### src/rtl/cfg_loader_pkg.sv
package cfg_loader_pkg;
  typedef enum logic [3:0] {
    ST_IDLE, ST_RST, ST_CLR, ST_CHK_RST, ST_PRE, ST_IMG, ST_POST, ST_CHK_CFG, ST_ACT
  } st_e;

  typedef enum logic [1:0] {
    E_NONE = 2'd0, E_COMM = 2'd1, E_PIN = 2'd2, E_DONE = 2'd3
  } err_e;

  function automatic longint unsigned cdiv(longint unsigned a, longint unsigned b);
    return (a + b - 1) / b;
  endfunction
endpackage

### src/rtl/cfg_sync2.sv
module cfg_sync2 (
  input  logic clk_i,
  input  logic rst_ni,
  input  logic d_i,
  output logic q_o
);
  logic [1:0] ff_q;
  always_ff @(posedge clk_i or negedge rst_ni) begin
    if (!rst_ni) ff_q <= 2'b00;
    else         ff_q <= {ff_q[0], d_i};
  end
  assign q_o = ff_q[1];
endmodule

### src/rtl/cfg_spi_shift.sv
module cfg_spi_shift #(
  parameter int unsigned HALF = 3
) (
  input  logic       clk_i,
  input  logic       rst_ni,
  input  logic       ld_i,
  input  logic [7:0] ld_data_i,
  output logic       rdy_o,
  output logic       active_o,
  output logic       sclk_o,
  output logic       mosi_o
);
  localparam int unsigned HW = (HALF > 1) ? $clog2(HALF) : 1;
  localparam logic [HW-1:0] H_LAST = HW'(HALF - 1);

  logic [HW-1:0] hcnt_q;
  logic [7:0]    sh_q;
  logic [2:0]    bit_q;
  logic          act_q, sclk_q, tick, byte_end;

  assign tick     = act_q && (hcnt_q == H_LAST);
  assign byte_end = tick && sclk_q && (bit_q == 3'd7);
  assign rdy_o    = !act_q || byte_end;

  always_ff @(posedge clk_i or negedge rst_ni) begin
    if (!rst_ni) begin
      hcnt_q <= '0; sh_q <= '0; bit_q <= '0; act_q <= 1'b0; sclk_q <= 1'b0;
    end else if (!act_q) begin
      if (ld_i) begin
        act_q <= 1'b1; sh_q <= ld_data_i; bit_q <= '0; hcnt_q <= '0; sclk_q <= 1'b0;
      end
    end else begin
      hcnt_q <= tick ? '0 : hcnt_q + 1'b1;
      if (tick) begin
        if (!sclk_q) sclk_q <= 1'b1;
        else begin
          sclk_q <= 1'b0;
          if (bit_q == 3'd7) begin
            // back-to-back reload keeps SCLK continuous
            if (ld_i) begin sh_q <= ld_data_i; bit_q <= '0; end
            else act_q <= 1'b0;
          end else begin
            bit_q <= bit_q + 1'b1;
            sh_q  <= {sh_q[6:0], 1'b0};
          end
        end
      end
    end
  end

  assign active_o = act_q;
  assign sclk_o   = sclk_q;
  assign mosi_o   = sh_q[7];


  sclk_idle_chk: assert property (@(posedge clk_i) disable iff (!rst_ni)
    !act_q |-> !sclk_q);
endmodule

### src/rtl/cfg_loader.sv
module cfg_loader
  import cfg_loader_pkg::*;
#(
  parameter int unsigned CLK_HZ     = 125_000_000,
  parameter int unsigned SCLK_HZ    = 25_000_000,
  parameter int unsigned RST_NS     = 200,
  parameter int unsigned CLEAR_NS   = 1_200_000,
  parameter int unsigned PRE_BYTES  = 1,
  parameter int unsigned POST_BYTES = 13,
  parameter int unsigned ACT_BYTES  = 13
) (
  input  logic       clk_i,
  input  logic       rst_ni,
  input  logic       start_i,
  input  logic [7:0] img_data_i,
  input  logic       img_valid_i,
  input  logic       img_last_i,
  output logic       img_ready_o,
  output logic       cfg_rst_no,
  output logic       cfg_cs_no,
  output logic       cfg_sclk_o,
  output logic       cfg_mosi_o,
  input  logic       cfg_done_i,
  output logic       busy_o,
  output logic       ok_o,
  output logic [1:0] err_o
);
  localparam longint unsigned NS_PER_S = 64'd1_000_000_000;
  localparam int unsigned HALF_R  = int'(cdiv(longint'(CLK_HZ), 2 * longint'(SCLK_HZ)));
  localparam int unsigned HALF    = (HALF_R < 1) ? 1 : HALF_R;
  localparam int unsigned RST_R   = int'(cdiv(longint'(RST_NS) * CLK_HZ, NS_PER_S));
  localparam int unsigned RST_CYC = (RST_R < 1) ? 1 : RST_R;
  localparam int unsigned CLR_R   = int'(cdiv(longint'(CLEAR_NS) * CLK_HZ, NS_PER_S));
  localparam int unsigned CLR_CYC = (CLR_R < 1) ? 1 : CLR_R;
  localparam int unsigned CNT_MAX = (RST_CYC > CLR_CYC) ? RST_CYC : CLR_CYC;
  localparam int unsigned CW      = $clog2(CNT_MAX + 1);
  localparam int unsigned B_MAX   = (POST_BYTES > ACT_BYTES ? POST_BYTES : ACT_BYTES) + PRE_BYTES;
  localparam int unsigned DW      = $clog2(B_MAX + 1);
  localparam logic [CW-1:0] RST_LAST = CW'(RST_CYC - 1);
  localparam logic [CW-1:0] CLR_LAST = CW'(CLR_CYC - 1);

  st_e          st_q;
  err_e         err_q;
  logic         ok_q, got_last_q, done_s;
  logic [CW-1:0] cnt_q;
  logic [DW-1:0] dcnt_q;
  logic         sh_ld, sh_rdy, sh_act, dummy_st, img_ld;
  logic [7:0]   sh_data;

  cfg_sync2 u_done_sync (.clk_i(clk_i), .rst_ni(rst_ni), .d_i(cfg_done_i), .q_o(done_s));

  assign dummy_st    = (st_q == ST_PRE) || (st_q == ST_POST) || (st_q == ST_ACT);
  assign img_ready_o = (st_q == ST_IMG) && !got_last_q && sh_rdy;
  assign img_ld      = img_ready_o && img_valid_i;
  assign sh_ld       = img_ld || (dummy_st && (dcnt_q != '0) && sh_rdy);
  assign sh_data     = img_ld ? img_data_i : 8'h00;

  cfg_spi_shift #(.HALF(HALF)) u_shift (
    .clk_i(clk_i), .rst_ni(rst_ni), .ld_i(sh_ld), .ld_data_i(sh_data),
    .rdy_o(sh_rdy), .active_o(sh_act), .sclk_o(cfg_sclk_o), .mosi_o(cfg_mosi_o)
  );

  always_ff @(posedge clk_i or negedge rst_ni) begin
    if (!rst_ni) begin
      st_q <= ST_IDLE; err_q <= E_NONE; ok_q <= 1'b0;
      cnt_q <= '0; dcnt_q <= '0; got_last_q <= 1'b0;
    end else begin
      if (dummy_st && sh_ld) dcnt_q <= dcnt_q - 1'b1;
      unique case (st_q)
        ST_IDLE: if (start_i) begin
          st_q <= ST_RST; cnt_q <= '0; ok_q <= 1'b0; err_q <= E_NONE;
        end
        ST_RST: if (cnt_q == RST_LAST) begin cnt_q <= '0; st_q <= ST_CLR; end
                else cnt_q <= cnt_q + 1'b1;
        ST_CLR: if (cnt_q == CLR_LAST) st_q <= ST_CHK_RST;
                else cnt_q <= cnt_q + 1'b1;
        ST_CHK_RST: if (done_s) begin err_q <= E_PIN; st_q <= ST_IDLE; end
                    else begin dcnt_q <= DW'(PRE_BYTES); st_q <= ST_PRE; end
        ST_PRE: if (dcnt_q == '0 && !sh_act) begin got_last_q <= 1'b0; st_q <= ST_IMG; end
        ST_IMG: begin
          if (!got_last_q && sh_rdy) begin
            if (img_valid_i) got_last_q <= img_last_i;
            else begin err_q <= E_COMM; st_q <= ST_IDLE; end
          end
          if (got_last_q && !sh_act) begin dcnt_q <= DW'(POST_BYTES); st_q <= ST_POST; end
        end
        ST_POST: if (dcnt_q == '0 && !sh_act) st_q <= ST_CHK_CFG;
        ST_CHK_CFG: if (done_s) begin dcnt_q <= DW'(ACT_BYTES); st_q <= ST_ACT; end
                    else begin err_q <= E_DONE; st_q <= ST_IDLE; end
        ST_ACT: if (dcnt_q == '0 && !sh_act) begin ok_q <= 1'b1; st_q <= ST_IDLE; end
        default: st_q <= ST_IDLE;
      endcase
    end
  end

  assign cfg_rst_no = (st_q != ST_RST);
  assign cfg_cs_no  = !((st_q == ST_RST) || (st_q == ST_CLR) ||
                        (st_q == ST_CHK_RST) || (st_q == ST_IMG));
  assign busy_o     = (st_q != ST_IDLE);
  assign ok_o       = ok_q;
  assign err_o      = err_q;


  rst_release_chk: assert property (@(posedge clk_i) disable iff (!rst_ni)
    $rose(cfg_rst_no) |-> !cfg_cs_no);

  cs_quiet_chk: assert property (@(posedge clk_i) disable iff (!rst_ni)
    !$stable(cfg_cs_no) |-> !sh_act);

  ok_err_excl_chk: assert property (@(posedge clk_i) disable iff (!rst_ni)
    ok_o |-> (err_o == 2'd0));

  ok_idle_chk: assert property (@(posedge clk_i) disable iff (!rst_ni)
    $rose(ok_o) |-> !busy_o);

  comm_abort_chk: assert property (@(posedge clk_i) disable iff (!rst_ni)
    (!busy_o && err_o == 2'd1) |-> (cfg_cs_no && !sh_act));
endmodule

### config.mk
export PLATFORM = sky130hd
export DESIGN_NAME = cfg_loader
export DESIGN_NICKNAME = d
export VERILOG_FILES = /design/src/rtl/cfg_loader_pkg.sv /design/src/rtl/cfg_sync2.sv /design/src/rtl/cfg_spi_shift.sv /design/src/rtl/cfg_loader.sv
export SDC_FILE = /design/constraint.sdc
export NUM_CORES = 1
export LEC_CHECK = 0
export ABC_CLOCK_PERIOD_IN_PS = 4300
export BUFFER_PORTS_ARGS = -buffer_cell sky130_fd_sc_hd__buf_2
export CORE_MARGIN = 8
export CORE_UTILIZATION = 35
export CTS_CLUSTER_DIAMETER = 50
export DETAILED_ROUTE_END_ITERATION = 10
export GPL_TIMING_DRIVEN = 0
export SLEW_MARGIN = 20
export SYNTH_ARGS = -nofsm -noshare
export SYNTH_HDL_FRONTEND = slang
export SYNTH_HIERARCHICAL = 1
export SYNTH_SLANG_ARGS = --single-unit
### constraint.sdc
create_clock -name clk_i -period 4.3 [get_ports clk_i]
set_clock_uncertainty 0.1 [all_clocks]
set_input_delay 0.645 -clock clk_i [delete_from_list [all_inputs] [get_ports clk_i]]
set_output_delay 0.645 -clock clk_i [all_outputs]
set_load 0.05 [all_outputs]
# Word level (Yosys, flattened, before mapping)
# Cells that the tools add are included.
# Widths: inputs -> output; s select.
# totals
word_cells	140
regBits	47
output_inout_bits	9
# op_classes
mux	57
add_sub_neg	4
reduce_logical	38
eq_ne	29
# op_table
op	n
$mux 4	14
$mux 18	3
$pmux 18 s3	1
$mux 8	6
$pmux 4 s9	1
$add 18x1->18 const B	1
$eq 18x18->1 const B	1
$eq 18x5->1 const B	1
$mux 3	6
$ne 2x2->1 const B	9
$eq 4x3->1 const B	4
$mux 2	8
$mux 1	14
$logic_and 1x1->1	12
$pmux 4 s3	1
$reduce_bool 4->1	3
$ne 2x1->1 const B	5
$eq 4x2->1 const B	2
$logic_not 4->1	2
$pmux 2 s4	1
$reduce_and 8->1	1
$logic_or 1x1->1	7
$reduce_and 3->1	2
$reduce_and 6->1	1
other kinds (16)	22

# Longest topological paths before layout
# Gate-level depths: netlist of the first run.
# depth
depth_word	13
mapped_depth	11
ltp_nobuf	10

# Hierarchy
# Netlist of the first run, hierarchy kept.
# by_module_without_submodules
mod	cells_each	area_per_inst_um2	n_inst	seq_area_each_um2
cfg_loader	225	1950.6	1	750.7
cfg_spi_shift	58	778.2	1	375.4
cfg_sync2	2	50.0	1	50.0

# Least setup slack after synthesis of the first run
# OpenSTA, ideal clock, no wires.
# synth_timing
path_type	register to register
from	reg u_shift.sclk_q, in the netlist u_shift/sclk_o
to	reg u_shift.sh_q[1]
path_stages_with_launch	9
arrival_ps	3061
slack_ps	1015
period_less_slack_ps	3285
setup_ps	125
cell_sequence	dfrtp_1 -> nand3b_1 -> o21ai_0 -> and4b_1 -> clkbuf_1 -> nand2_1 -> nand2_1 -> a2bb2oi_4 -> mux2_2
# synth_between
elab_chain_len	11
elab_cells_between_ends	15
classes_between	1 x eq/ne; 6 x mux; 8 x reduce/logical
# synth_rtl
item	line	rtl
start: declaration	cfg_spi_shift.sv:19	logic act_q, sclk_q, tick, byte_end;
start signal: assignment	cfg_spi_shift.sv:27	hcnt_q <= '0; sh_q <= '0; bit_q <= '0; act_q <= 1'b0; sclk_q <= 1'b0;
start signal: assignment	cfg_spi_shift.sv:30	act_q <= 1'b1; sh_q <= ld_data_i; bit_q <= '0; hcnt_q <= '0; sclk_q <= 1'b0;
start signal: assignment	cfg_spi_shift.sv:35	if (!sclk_q) sclk_q <= 1'b1;
$logic_and 1x1->1 (*) (2 in a row)	cfg_spi_shift.sv:22	assign byte_end = tick && sclk_q && (bit_q == 3'd7);
$logic_or 1x1->1 (*)	cfg_spi_shift.sv:23	assign rdy_o = !act_q || byte_end;
via sh_rdy	cfg_loader.sv:47	logic sh_ld, sh_rdy, sh_act, dummy_st, img_ld;
$logic_and 1x1->1 (*)	cfg_loader.sv:53	assign img_ready_o = (st_q == ST_IMG) && !got_last_q && sh_rdy;
via img_ready_o	cfg_loader.sv:18	output logic img_ready_o,
$logic_and 1x1->1 (*)	cfg_loader.sv:54	assign img_ld = img_ready_o && img_valid_i;
$logic_or 1x1->1 (*)	cfg_loader.sv:55	assign sh_ld = img_ld || (dummy_st && (dcnt_q != '0) && sh_rdy);
via sh_ld	cfg_loader.sv:47	
$mux 8 (*)	cfg_spi_shift.sv:29, cfg_spi_shift.sv:40	
$mux 8	cfg_spi_shift.sv:38	if (bit_q == 3'd7) begin
$mux 8	cfg_spi_shift.sv:35	
$mux 8	cfg_spi_shift.sv:34	if (tick) begin
$mux 8 (*)	cfg_spi_shift.sv:28	end else if (!act_q) begin
end signal: assignment	cfg_spi_shift.sv:44	sh_q <= {sh_q[6:0], 1'b0};
end: declaration	cfg_spi_shift.sv:17	logic [7:0] sh_q;
# Mark *: on every way through the listed nets, which the timed path passes. The rest lies on a longest branch. The select of a mux whose other input is x is not followed.
# A chain may end at the register's enable or synchronous reset.

# Final worst setup path of the first run
# layout_timing
from	reg u_shift.hcnt_q[0]
to	out img_ready_o
# layout_between
elab_chain_len	6
# layout_rtl
item	line	rtl
start: declaration	cfg_spi_shift.sv:16	logic [HW-1:0] hcnt_q;
start signal: assignment	cfg_spi_shift.sv:33	hcnt_q <= tick ? '0 : hcnt_q + 1'b1;
$eq 2x2->1	cfg_spi_shift.sv:21	assign tick = act_q && (hcnt_q == H_LAST);
$logic_and 1x1->1	cfg_spi_shift.sv:21	
$logic_and 1x1->1 (2 in a row)	cfg_spi_shift.sv:22	
$logic_or 1x1->1	cfg_spi_shift.sv:23	
via sh_rdy	cfg_loader.sv:47	
$logic_and 1x1->1	cfg_loader.sv:53	
end: declaration	cfg_loader.sv:18	
# The timed path passes the listed nets, and every way through them passes these cells.

==> flow_metrics.env, run 1 <==
export IMPL_r2r_slack_ns=1.22
export IMPL_grt_pass1_vias=2112
export IMPL_synth_enable_flop_cells=0
export IMPL_die_area_um2=11000
export IMPL_drive_above_1_share=0.208
export IMPL_routed_via_count=2134
export IMPL_area_growth_pct=14.6
export IMPL_core_region_area_um2=7730
export IMPL_setup_ws_ns=1.04
export IMPL_place_congestion=0.809
export IMPL_pin_count=23
export IMPL_cts_max_level=2
export IMPL_drt_drc_violations_left=0
export IMPL_yosys_cell_types_count=54
export IMPL_timing_final_crit_share=0.757
export IMPL_route_detailed_wl_per_inst_um=14.0
export IMPL_final_max_slew_violation_count=0
export IMPL_final_hold_violation_count=0
export IMPL_max_freq_mhz=307
export IMPL_cts_resized_gates=0
export IMPL_wl_um=5880
export IMPL_cp_data_required_time_ns=3.56
export IMPL_pre_cts_slack_ns=1.20
export IMPL_clk_transition_reported_paths_ns=0.09
export IMPL_fillerInstances=773
export IMPL_design_power_total_mw=0.815
export IMPL_synth_yosys_seq_area_share=0.423
export IMPL_multi_input_gate_area_in_the_final_layout_um2=1510
export IMPL_row_count=32
export IMPL_setup_worst_path_class="register to output port"
export IMPL_worst_setup_path_start_kind="register"
export IMPL_clkLatencyLatePin_ns=0.31
export IMPL_final_core_utilization=0.412
export IMPL_number_of_max_capacitance_violations_reported=0
export IMPL_start_util=0.360
export IMPL_static_leakage_power_nw=1.40
export IMPL_route_antenna_remaining_nets=0
export IMPL_antenna_cells=0
export IMPL_worst_endpoint_arrival_ns=2.51
export IMPL_postSynthCellCount=285
export IMPL_ys_dominant_reg_cell="dfrtp_1"
export IMPL_hold_slack_ns=0.0942
export IMPL_total_negative_setup_slack_ns=0
export IMPL_fin_area_um2=3190
export IMPL_die_h_um=105
export IMPL_post_cts_buffers=0
export IMPL_slew_headroom=0.357
export IMPL_largest_fanout_on_the_critical_path=10
export IMPL_cts_sinks=47
export IMPL_timing_hold_worst_class="primary input to async pin"
export IMPL_seqCellArea_um2=1180
export IMPL_synth_top_area_frac=0.423
export IMPL_drtPass1Iterations=4
export IMPL_final_setup_viol_count=0
export IMPL_endpoint_kind="output port"
export IMPL_global_route_wire_length_before_repair_um=10200
export IMPL_place_detailed_instances=411
export IMPL_postSynthRegisterBits=47
export IMPL_worstReg2RegEnd="u_shift/sh_q[3]"
export IMPL_antenna_found_initial=0
export IMPL_run_status="completed"
export IMPL_tightestPinTransition_ns=0.952
export IMPL_cts_hold_buffers=0
export IMPL_groute_usage_overall=0.110
export IMPL_final_cells=419
export IMPL_dr_first_iter_drc_count=67
export IMPL_final_net_count=335
export IMPL_yosysWarnings=6
export IMPL_r2r_start="u_shift/hcnt_q[0]"
export IMPL_worst_ir_drop_vdd_uv=156
export IMPL_netlist_area_before_placement_um2=2780
export IMPL_grt_setup_unrepaired="no"
export IMPL_synthesis_nets=304
export IMPL_chipWidth_um=105
export IMPL_synth_area_leader_cell="dfrtp_1"
export IMPL_syn_mean_instance_area_um2=9.75
export IMPL_max_clock_path_buffers=2
export IMPL_cts_inserted_buffers=5
export IMPL_dpl_hpwl_um=4480
export IMPL_clock_root_buffer="clkbuf_8"
export IMPL_route_detailed_vias_per_inst=5.09
export IMPL_buffer_ports_inserted=22
export IMPL_synth_area_top_cells="dfrtp_1, xnor2_1, mux2_2"
export IMPL_globalRoute_totalOverflow=0
export IMPL_pwr_density_cell_nw_per_um2=256
export IMPL_timing_final_crit_period_ns=3.26
export IMPL_largest_net_degree_at_the_start_of_global_routing=22
export IMPL_timing_reg2reg_worst_path_depth=8
export IMPL_post_dp_cell_area_um2=3060
export IMPL_postSynth_asyncResetShare=1.00
export IMPL_cts_tree="yes"
## Yosys cell counts, drive strengths merged, types with 2 or more instances
library cell   n
a211oi         2
a21o           4
a21oi         14
a22o           4
a31oi          3
and2           2
and3           9
and4           2
buf            5
clkbuf         4
dfrtp         47
ha             5
inv           10
mux2          16
nand2         25
nand2b         7
nand3          8
nand3b         3
nand4          7
nor2          28
nor2b          6
nor3           9
nor3b          3
nor4          10
o2111ai        2
o21ai          9
o31ai          2
or3            3
or4b           3
xnor2         19
## state kept, by name (all words and copies together), names as in the netlist
name / count
got_last_q: 1
dcnt_q: 4
u_shift/sh_q: 8
u_shift/hcnt_q: 2
u_shift/bit_q: 3
err_o: 2
ok_o: 1
u_shift/active_o: 1
st_q: 4
u_done_sync/ff_q: 2
u_shift/sclk_o: 1
cnt_q: 18
## area by class of cell
type | instances | share of cell area
multi-input combinational | 219 | 0.475
sequential | 47 | 0.369
inverter | 10 | 0.0118
timing repair buffer | 24 | 0.0495
clock buffer | 6 | 0.0259
clock inverter | 2 | 0.0122
buffer | 9 | 0.0161
tap | 102 | 0.0401
## worst max path at each step
stage,start,endpoint,slack (ns)
2_1_floorplan,u_shift/sclk_o,u_shift/sh_q[1],1.01
3_3_place_gp,u_shift/hcnt_q[0],u_shift/sh_q[7],1.28
3_5_place_dp,u_shift/hcnt_q[0],u_shift/sh_q[2],1.20
4_1_cts,u_shift/hcnt_q[0],img_ready_o,0.99
5_1_grt,u_shift/hcnt_q[0],img_ready_o,0.85
6_report,u_shift/hcnt_q[0],img_ready_o,1.04
## cell usage in the layout (no fill, tap or decap), types with 4 or more instances in the layout
master    synthesis  routed
buf_2             2      24
dfrtp_1          47      47
xnor2_1          19      19
nor2_1           28      28
clkbuf_8          0       6
nand2b_1          7       7
clkbuf_1          4       4
inv_1            10      10
and3_1            9       9
mux2_2           14      14
ha_1              5       5
nor2b_1           5       5
a21oi_1          13      13
nor4_1            6       6
nand4_1           7       7
nand2_1          25      25
a22o_1            4       4
nor3_1            9       9
o21ai_0           9       9
nand3_1           8       8
## routing by layer
metal / up-vias / global-route usage / routed length, um
met3: 5 / 0.0246 / 207
met4: 0 / 0.0255 / 38
met2: 30 / 0.178 / 2770
li1: 1086 / - / -
met5: - / 0 / 0
met1: 1013 / 0.145 / 2870
## cells by family after synthesis
kind of cell	synth area share
DFF	0.423
buffers and inverters	0.0320
adders and majority gates	0.0225
and+or+nand+nor	0.273
AOI/OAI and AO/OA	0.115
muxes	0.0711
xor gates and xnor gates	0.0630
## power by group
group | internal (mW) | switching (mW) | total (mW)
registers | 0.442 | 0.000734 | 0.443
logic | 0.0103 | 0.0139 | 0.0242
clock network | 0.191 | 0.156 | 0.347
total | 0.644 | 0.170 | 0.815
## critical path: stages (launching register included)
cell and delay [ns]:
dfrtp_1 0.42, nand3b_1 0.33, o21ai_0 0.52, and4b_1 0.27
clkbuf_1 0.32, buf_2 0.34
No activity file was read; power rests on OpenSTA's default activity.
==> run 2: changes to the inputs <==
--- a/config.mk
+++ b/config.mk
@@ -5,7 +5,7 @@
 export SDC_FILE = /design/constraint.sdc
 export NUM_CORES = 1
 export LEC_CHECK = 0
-export ABC_CLOCK_PERIOD_IN_PS = 4300
+export ABC_CLOCK_PERIOD_IN_PS = 3410
 export BUFFER_PORTS_ARGS = -buffer_cell sky130_fd_sc_hd__buf_2
 export CORE_MARGIN = 8
 export CORE_UTILIZATION = 35
==> constraint.sdc (replaced) <==
create_clock -name clk_i -period 3.41 [get_ports clk_i]
set_clock_uncertainty 0.1 [all_clocks]
set_input_delay 0.5115 -clock clk_i [delete_from_list [all_inputs] [get_ports clk_i]]
set_output_delay 0.5115 -clock clk_i [all_outputs]
set_load 0.05 [all_outputs]
==> run 2 against run 1 <==
Against the previous run:
- die area unchanged
- via count is 0.56% higher
- total power grew 26%
- worst setup slack got worse by 0.76 ns
- combinational power up 30%
- wire length is essentially flat
- largest power group unchanged
- sequential share of layout area shrank 0.12 points
==> flow_metrics.env, run 2 (same netlist as run 1, synthesis figures left out) <==
export IMPL_run_status="completed"
export IMPL_setup_ws_ns=0.288
export IMPL_worst_setup_path_startpoint="u_shift/hcnt_q[0]"
export IMPL_total_negative_setup_slack_ns=0
export IMPL_tightestPinTransition_ns=0.952
export IMPL_pin_count=23
export IMPL_r2r_slack_ns=0.33
export IMPL_final_max_slew_violation_count=0
export IMPL_number_of_max_capacitance_violations_reported=0
export IMPL_start_util=0.360
export IMPL_hold_slack_ns=0.201
export IMPL_largest_register="cnt_q"
export IMPL_static_leakage_power_nw=1.41
export IMPL_drt_drc_violations_left=0
export IMPL_cts_inserted_buffers=5
export IMPL_worstReg2RegEnd="u_shift/sh_q[3]"
export IMPL_largest_reg_flops=18
export IMPL_chipWidth_um=105
export IMPL_largest_fanout_on_the_critical_path=10
export IMPL_groute_usage_overall=0.110
export IMPL_drive_above_1_share=0.208
export IMPL_worst_endpoint_arrival_ns=2.51
export IMPL_cts_resized_gates=0
export IMPL_wl_um=5880
export IMPL_timing_final_crit_period_ns=3.12
export IMPL_antenna_cells=0
export IMPL_drtPass1Iterations=4
export IMPL_cts_sinks=47
export IMPL_dr_first_iter_drc_count=62
export IMPL_reg_largest_list="cnt_q: 18 flops, u_shift/sh_q: 8 flops"
export IMPL_max_freq_mhz=320
export IMPL_final_net_count=336
export IMPL_setup_worst_path_class="register to output port"
export IMPL_final_common_cell="dfrtp_1"
export IMPL_die_h_um=105
export IMPL_worst_ir_drop_vdd_uv=196
export IMPL_route_antenna_remaining_nets=0
export IMPL_clock_root_buffer="clkbuf_8"
export IMPL_routed_via_count=2146
export IMPL_whs_path_depth=1
export IMPL_global_route_wire_length_before_repair_um=10200
export IMPL_hold_end="u_done_sync/ff_q[0]"
export IMPL_clk_transition_reported_paths_ns=0.10
export IMPL_clkLatencyLatePin_ns=0.31
export IMPL_final_setup_viol_count=0
export IMPL_row_count=32
export IMPL_fillerInstances=772
export IMPL_route_detailed_wl_per_inst_um=14.0
export IMPL_timing_hold_worst_class="primary input to register"
export IMPL_cts_max_level=2
export IMPL_buffer_ports_inserted=22
export IMPL_max_clock_path_buffers=2
export IMPL_r2r_start="u_shift/hcnt_q[0]"
export IMPL_globalRoute_totalOverflow=0
export IMPL_final_hold_violation_count=0
export IMPL_mostFrequentLayoutCells="dfrtp_1, nor2_1, nand2_1, buf_2, xnor2_1"
export IMPL_slew_headroom=0.356
export IMPL_timing_reg2reg_worst_path_depth=8
export IMPL_route_detailed_vias_per_inst=5.11
export IMPL_endpoint_kind="output port"
export IMPL_pre_cts_slack_ns=0.309
export IMPL_largest_net_degree_at_the_start_of_global_routing=22
export IMPL_place_congestion=0.809
export IMPL_area_growth_pct=15.0
export IMPL_core_region_area_um2=7730
export IMPL_antenna_found_initial=0
export IMPL_critical_hold_path_startpoint="cfg_done_i"
export IMPL_worst_setup_path_start_kind="register"
export IMPL_timing_final_crit_share=0.915
export IMPL_grt_setup_unrepaired="no"
export IMPL_cp_data_required_time_ns=2.80
export IMPL_pwr_density_cell_nw_per_um2=322
export IMPL_cts_tree="yes"
export IMPL_die_area_um2=11000
export IMPL_dpl_hpwl_um=4480
export IMPL_grt_pass1_vias=2115
## run 2: cell types whose count changed in the layout (fill, tap and decap cells not counted)
| cell | delta |
|---|---|
| dlygate4sd3_1 | +1 |
## run 2: cell type report
type                    count  area (um^2)  area share
well taps                 102          128      0.0399
plain buffers               9         51.3      0.0161
clock buffers               6         82.6      0.0258
flip-flops and latches     47         1180       0.368
repair buffers             25          168      0.0525
multi-input cells         219         1510       0.474
inverters                  10         37.5      0.0117
clock inverters             2         38.8      0.0121
## run 2: metrics by stage
stage / instances / total power, mW / area (um^2) / util
final: 420 / 1.03 / 3200 / 0.414
after global routing: 420 / 1.07 / 3200 / 0.414
after CTS: 420 / 1.04 / 3200 / 0.414
after detailed placement: 411 / 0.602 / 3060 / 0.397
after global placement: 409 / 0.595 / 3020 / 0.390
after floorplan: 285 / 0.575 / 2780 / -
## run 2: power by group
group	total, mW	internal (mW)	switching [mW]
combinational	0.0314	0.0137	0.0177
sequential	0.559	0.558	0.000926
clock	0.438	0.241	0.196
## run 2: critical path: stages (launching register included)
cell and delay, ns:
dfrtp_1 0.42, nand3b_1 0.33, o21ai_0 0.52, and4b_1 0.27, clkbuf_1 0.32, buf_2 0.34
## run 2: metal layers
layer,routed length (um),global-route usage,up-vias
li1,-,-,1089
met1,2840,0.145,1021
met4,36,0.0255,0
met5,0,0,-
met2,2780,0.178,31
met3,221,0.0252,5
## run 2: what timing repair did
item,in CTS,in global routing
setup buffers,0,0
hold buffers,1,0
endpoints found under the hold margin,8,0
## run 2: worst max path at each step
stage / endpoint / slack [ns] / cells past startpoint
floorplan: u_shift/sh_q[1] / 0.12 / 8
global placement: u_shift/sh_q[7] / 0.39 / 8
detailed placement: u_shift/sh_q[2] / 0.31 / 8
CTS: img_ready_o / 0.23 / 5
global route: img_ready_o / 0.1 / 5
finish: img_ready_o / 0.29 / 5
==> run 3: changes to the inputs <==
--- a/config.mk
+++ b/config.mk
@@ -8,10 +8,11 @@
 export ABC_CLOCK_PERIOD_IN_PS = 3410
 export BUFFER_PORTS_ARGS = -buffer_cell sky130_fd_sc_hd__buf_2
 export CORE_MARGIN = 8
-export CORE_UTILIZATION = 35
+export CORE_UTILIZATION = 60
 export CTS_CLUSTER_DIAMETER = 50
 export DETAILED_ROUTE_END_ITERATION = 10
 export GPL_TIMING_DRIVEN = 0
+export PLACE_DENSITY = 0.8
 export SLEW_MARGIN = 20
 export SYNTH_ARGS = -nofsm -noshare
 export SYNTH_HDL_FRONTEND = slang
==> run 3 against run 2 <==
Against the previous run:
- via count up 2.0%
- sequential share of layout area up 1.5 points
- fmax down 0.33%
- largest cell class unchanged
- final area down 3.8%
- die area down 36%
- first-iteration DRC count up 100%
- global-route usage up 5.0 points
- combinational power down 24%
- highest routed layer unchanged
==> flow_metrics.env, run 3 (same netlist as run 1, synthesis figures left out) <==
export IMPL_run_status="completed"
export IMPL_worst_ir_drop_vdd_uv=210
export IMPL_grt_met1_usage=0.222
export IMPL_cts_sinks=47
export IMPL_final_hold_violation_count=0
export IMPL_setup_worst_path_class="register to output port"
export IMPL_timing_final_crit_period_ns=3.13
export IMPL_cp_data_required_time_ns=2.80
export IMPL_timing_hold_worst_class="primary input to async pin"
export IMPL_chipWidth_um=84.1
export IMPL_drive_above_1_share=0.203
export IMPL_max_clock_path_buffers=2
export IMPL_pwr_density_cell_nw_per_um2=328
export IMPL_antenna_found_initial=0
export IMPL_row_count=24
export IMPL_pin_count=23
export IMPL_largest_net_degree_at_the_start_of_global_routing=48
export IMPL_tightestPinTransition_ns=0.962
export IMPL_r2r_slack_ns=0.34
export IMPL_number_of_max_capacitance_violations_reported=0
export IMPL_cts_max_level=2
export IMPL_final_net_count=333
export IMPL_buffer_ports_inserted=22
export IMPL_grt_most_used_layer="met2"
export IMPL_route_detailed_vias_per_inst=5.96
export IMPL_globalRoute_totalOverflow=0
export IMPL_grt_pass1_vias=2052
export IMPL_grt_setup_unrepaired="no"
export IMPL_routed_via_count=2188
export IMPL_fin_area_um2=3070
export IMPL_worst_setup_path_start_kind="register"
export IMPL_cts_resized_gates=0
export IMPL_setup_ws_ns=0.278
export IMPL_antenna_cells=0
export IMPL_timing_reg2reg_worst_path_depth=10
export IMPL_dr_first_iter_drc_count=125
export IMPL_grt_use_met3=0.0303
export IMPL_drt_drc_violations_left=0
export IMPL_worstReg2RegEnd="u_shift/sh_q[6]"
export IMPL_dpl_hpwl_um=4050
export IMPL_final_setup_viol_count=0
export IMPL_largest_register="cnt_q"
export IMPL_timing_final_crit_share=0.918
export IMPL_route_antenna_remaining_nets=0
export IMPL_drtPass1Iterations=4
export IMPL_slew_headroom=0.350
export IMPL_largest_fanout_on_the_critical_path=10
export IMPL_die_area_um2=7070
export IMPL_area_growth_pct=10.6
export IMPL_mostFrequentLayoutCells="dfrtp_1, nor2_1, nand2_1, buf_2, xnor2_1"
export IMPL_start_util=0.630
export IMPL_endpoint="img_ready_o"
export IMPL_final_max_slew_violation_count=0
export IMPL_final_common_cell="dfrtp_1"
export IMPL_core_region_area_um2=4410
export IMPL_worst_setup_path_startpoint="u_shift/bit_q[1]"
export IMPL_max_freq_mhz=319
export IMPL_total_negative_setup_slack_ns=0
export IMPL_wl_um=5680
export IMPL_clk_transition_reported_paths_ns=0.09
export IMPL_r2r_start="u_shift/bit_q[1]"
export IMPL_reg_largest_list="cnt_q: 18 flops, u_shift/sh_q: 8 flops"
export IMPL_global_route_wire_length_before_repair_um=9610
export IMPL_endpoint_kind="output port"
export IMPL_largest_reg_flops=18
export IMPL_die_h_um=84.1
export IMPL_place_congestion=0.882
export IMPL_cts_inserted_buffers=5
export IMPL_cts_hold_buffers=0
export IMPL_post_dp_cell_area_um2=2950
export IMPL_route_detailed_wl_per_inst_um=15.5
export IMPL_clock_root_buffer="clkbuf_8"
export IMPL_clkLatencyLatePin_ns=0.30
export IMPL_met2_usage=0.241
export IMPL_post_cts_buffers=0
export IMPL_pre_cts_slack_ns=0.387
export IMPL_worst_endpoint_arrival_ns=2.52
export IMPL_groute_usage_overall=0.160
export IMPL_cts_tree="yes"
export IMPL_fillerInstances=344
export IMPL_static_leakage_power_nw=1.38
[run 3: changes by cell type in the layout (fill, tap and decap cells not counted), sizes merged]
cell	previous run	this run
buf	29	27
clkinv	0	1
dlygate4sd3	1	0
inv	11	10
[run 3: layout make-up]
class                      count  area, um^2  area share
sequential                    47        1180       0.383
multi-input combinational    219        1510       0.492
buffer                         9        51.3      0.0167
inverter                      10        37.5      0.0122
clock buffer                   6        82.6      0.0269
clock inverter                 2        35.0      0.0114
timing repair buffer          22         113      0.0366
tap                           52        65.1      0.0212
[run 3: routing by layer]
metal,vias to the layer above,wire length [um]
li1,1084,-
met1,1051,2770
met2,44,2630
met3,9,225
met4,0,61
met5,-,0
[run 3: critical path, stage by stage (launching register included)]
cell and delay, ns:
dfrtp_1 0.37, ha_1 0.17, ha_1 0.24, inv_1 0.05, o21ai_0 0.44, and4b_1 0.28, clkbuf_1 0.32, buf_2 0.34
[run 3: metrics by stage]
step	instances	hold WS [ns]	utilization	total power, mW
2_1_floorplan	285	0.116	-	0.575
3_3_place_gp	359	0.257	0.669	0.595
3_5_place_dp	359	0.256	0.669	0.595
4_1_cts	367	0.212	0.696	1.02
5_1_grt	367	0.161	0.696	1.04
6_report	367	0.107	0.696	1.01
[run 3: worst min-delay path by stage]
stage | start | endpoint | slack (ns) | depth (start not counted)
floorplan | rst_ni | cnt_q[0] | 0.12 | 0
global placement | u_done_sync/ff_q[0] | u_done_sync/ff_q[1] | 0.26 | 0
detailed placement | u_done_sync/ff_q[0] | u_done_sync/ff_q[1] | 0.26 | 0
CTS | cfg_done_i | u_done_sync/ff_q[0] | 0.21 | 1
global route | rst_ni | cnt_q[15] | 0.16 | 1
finish | rst_ni | cnt_q[15] | 0.11 | 1
[run 3: power breakdown]
part | internal, mW | switching (mW) | total, mW
clock network | 0.237 | 0.188 | 0.426
registers | 0.558 | 0.00132 | 0.559
logic | 0.00780 | 0.0161 | 0.0239
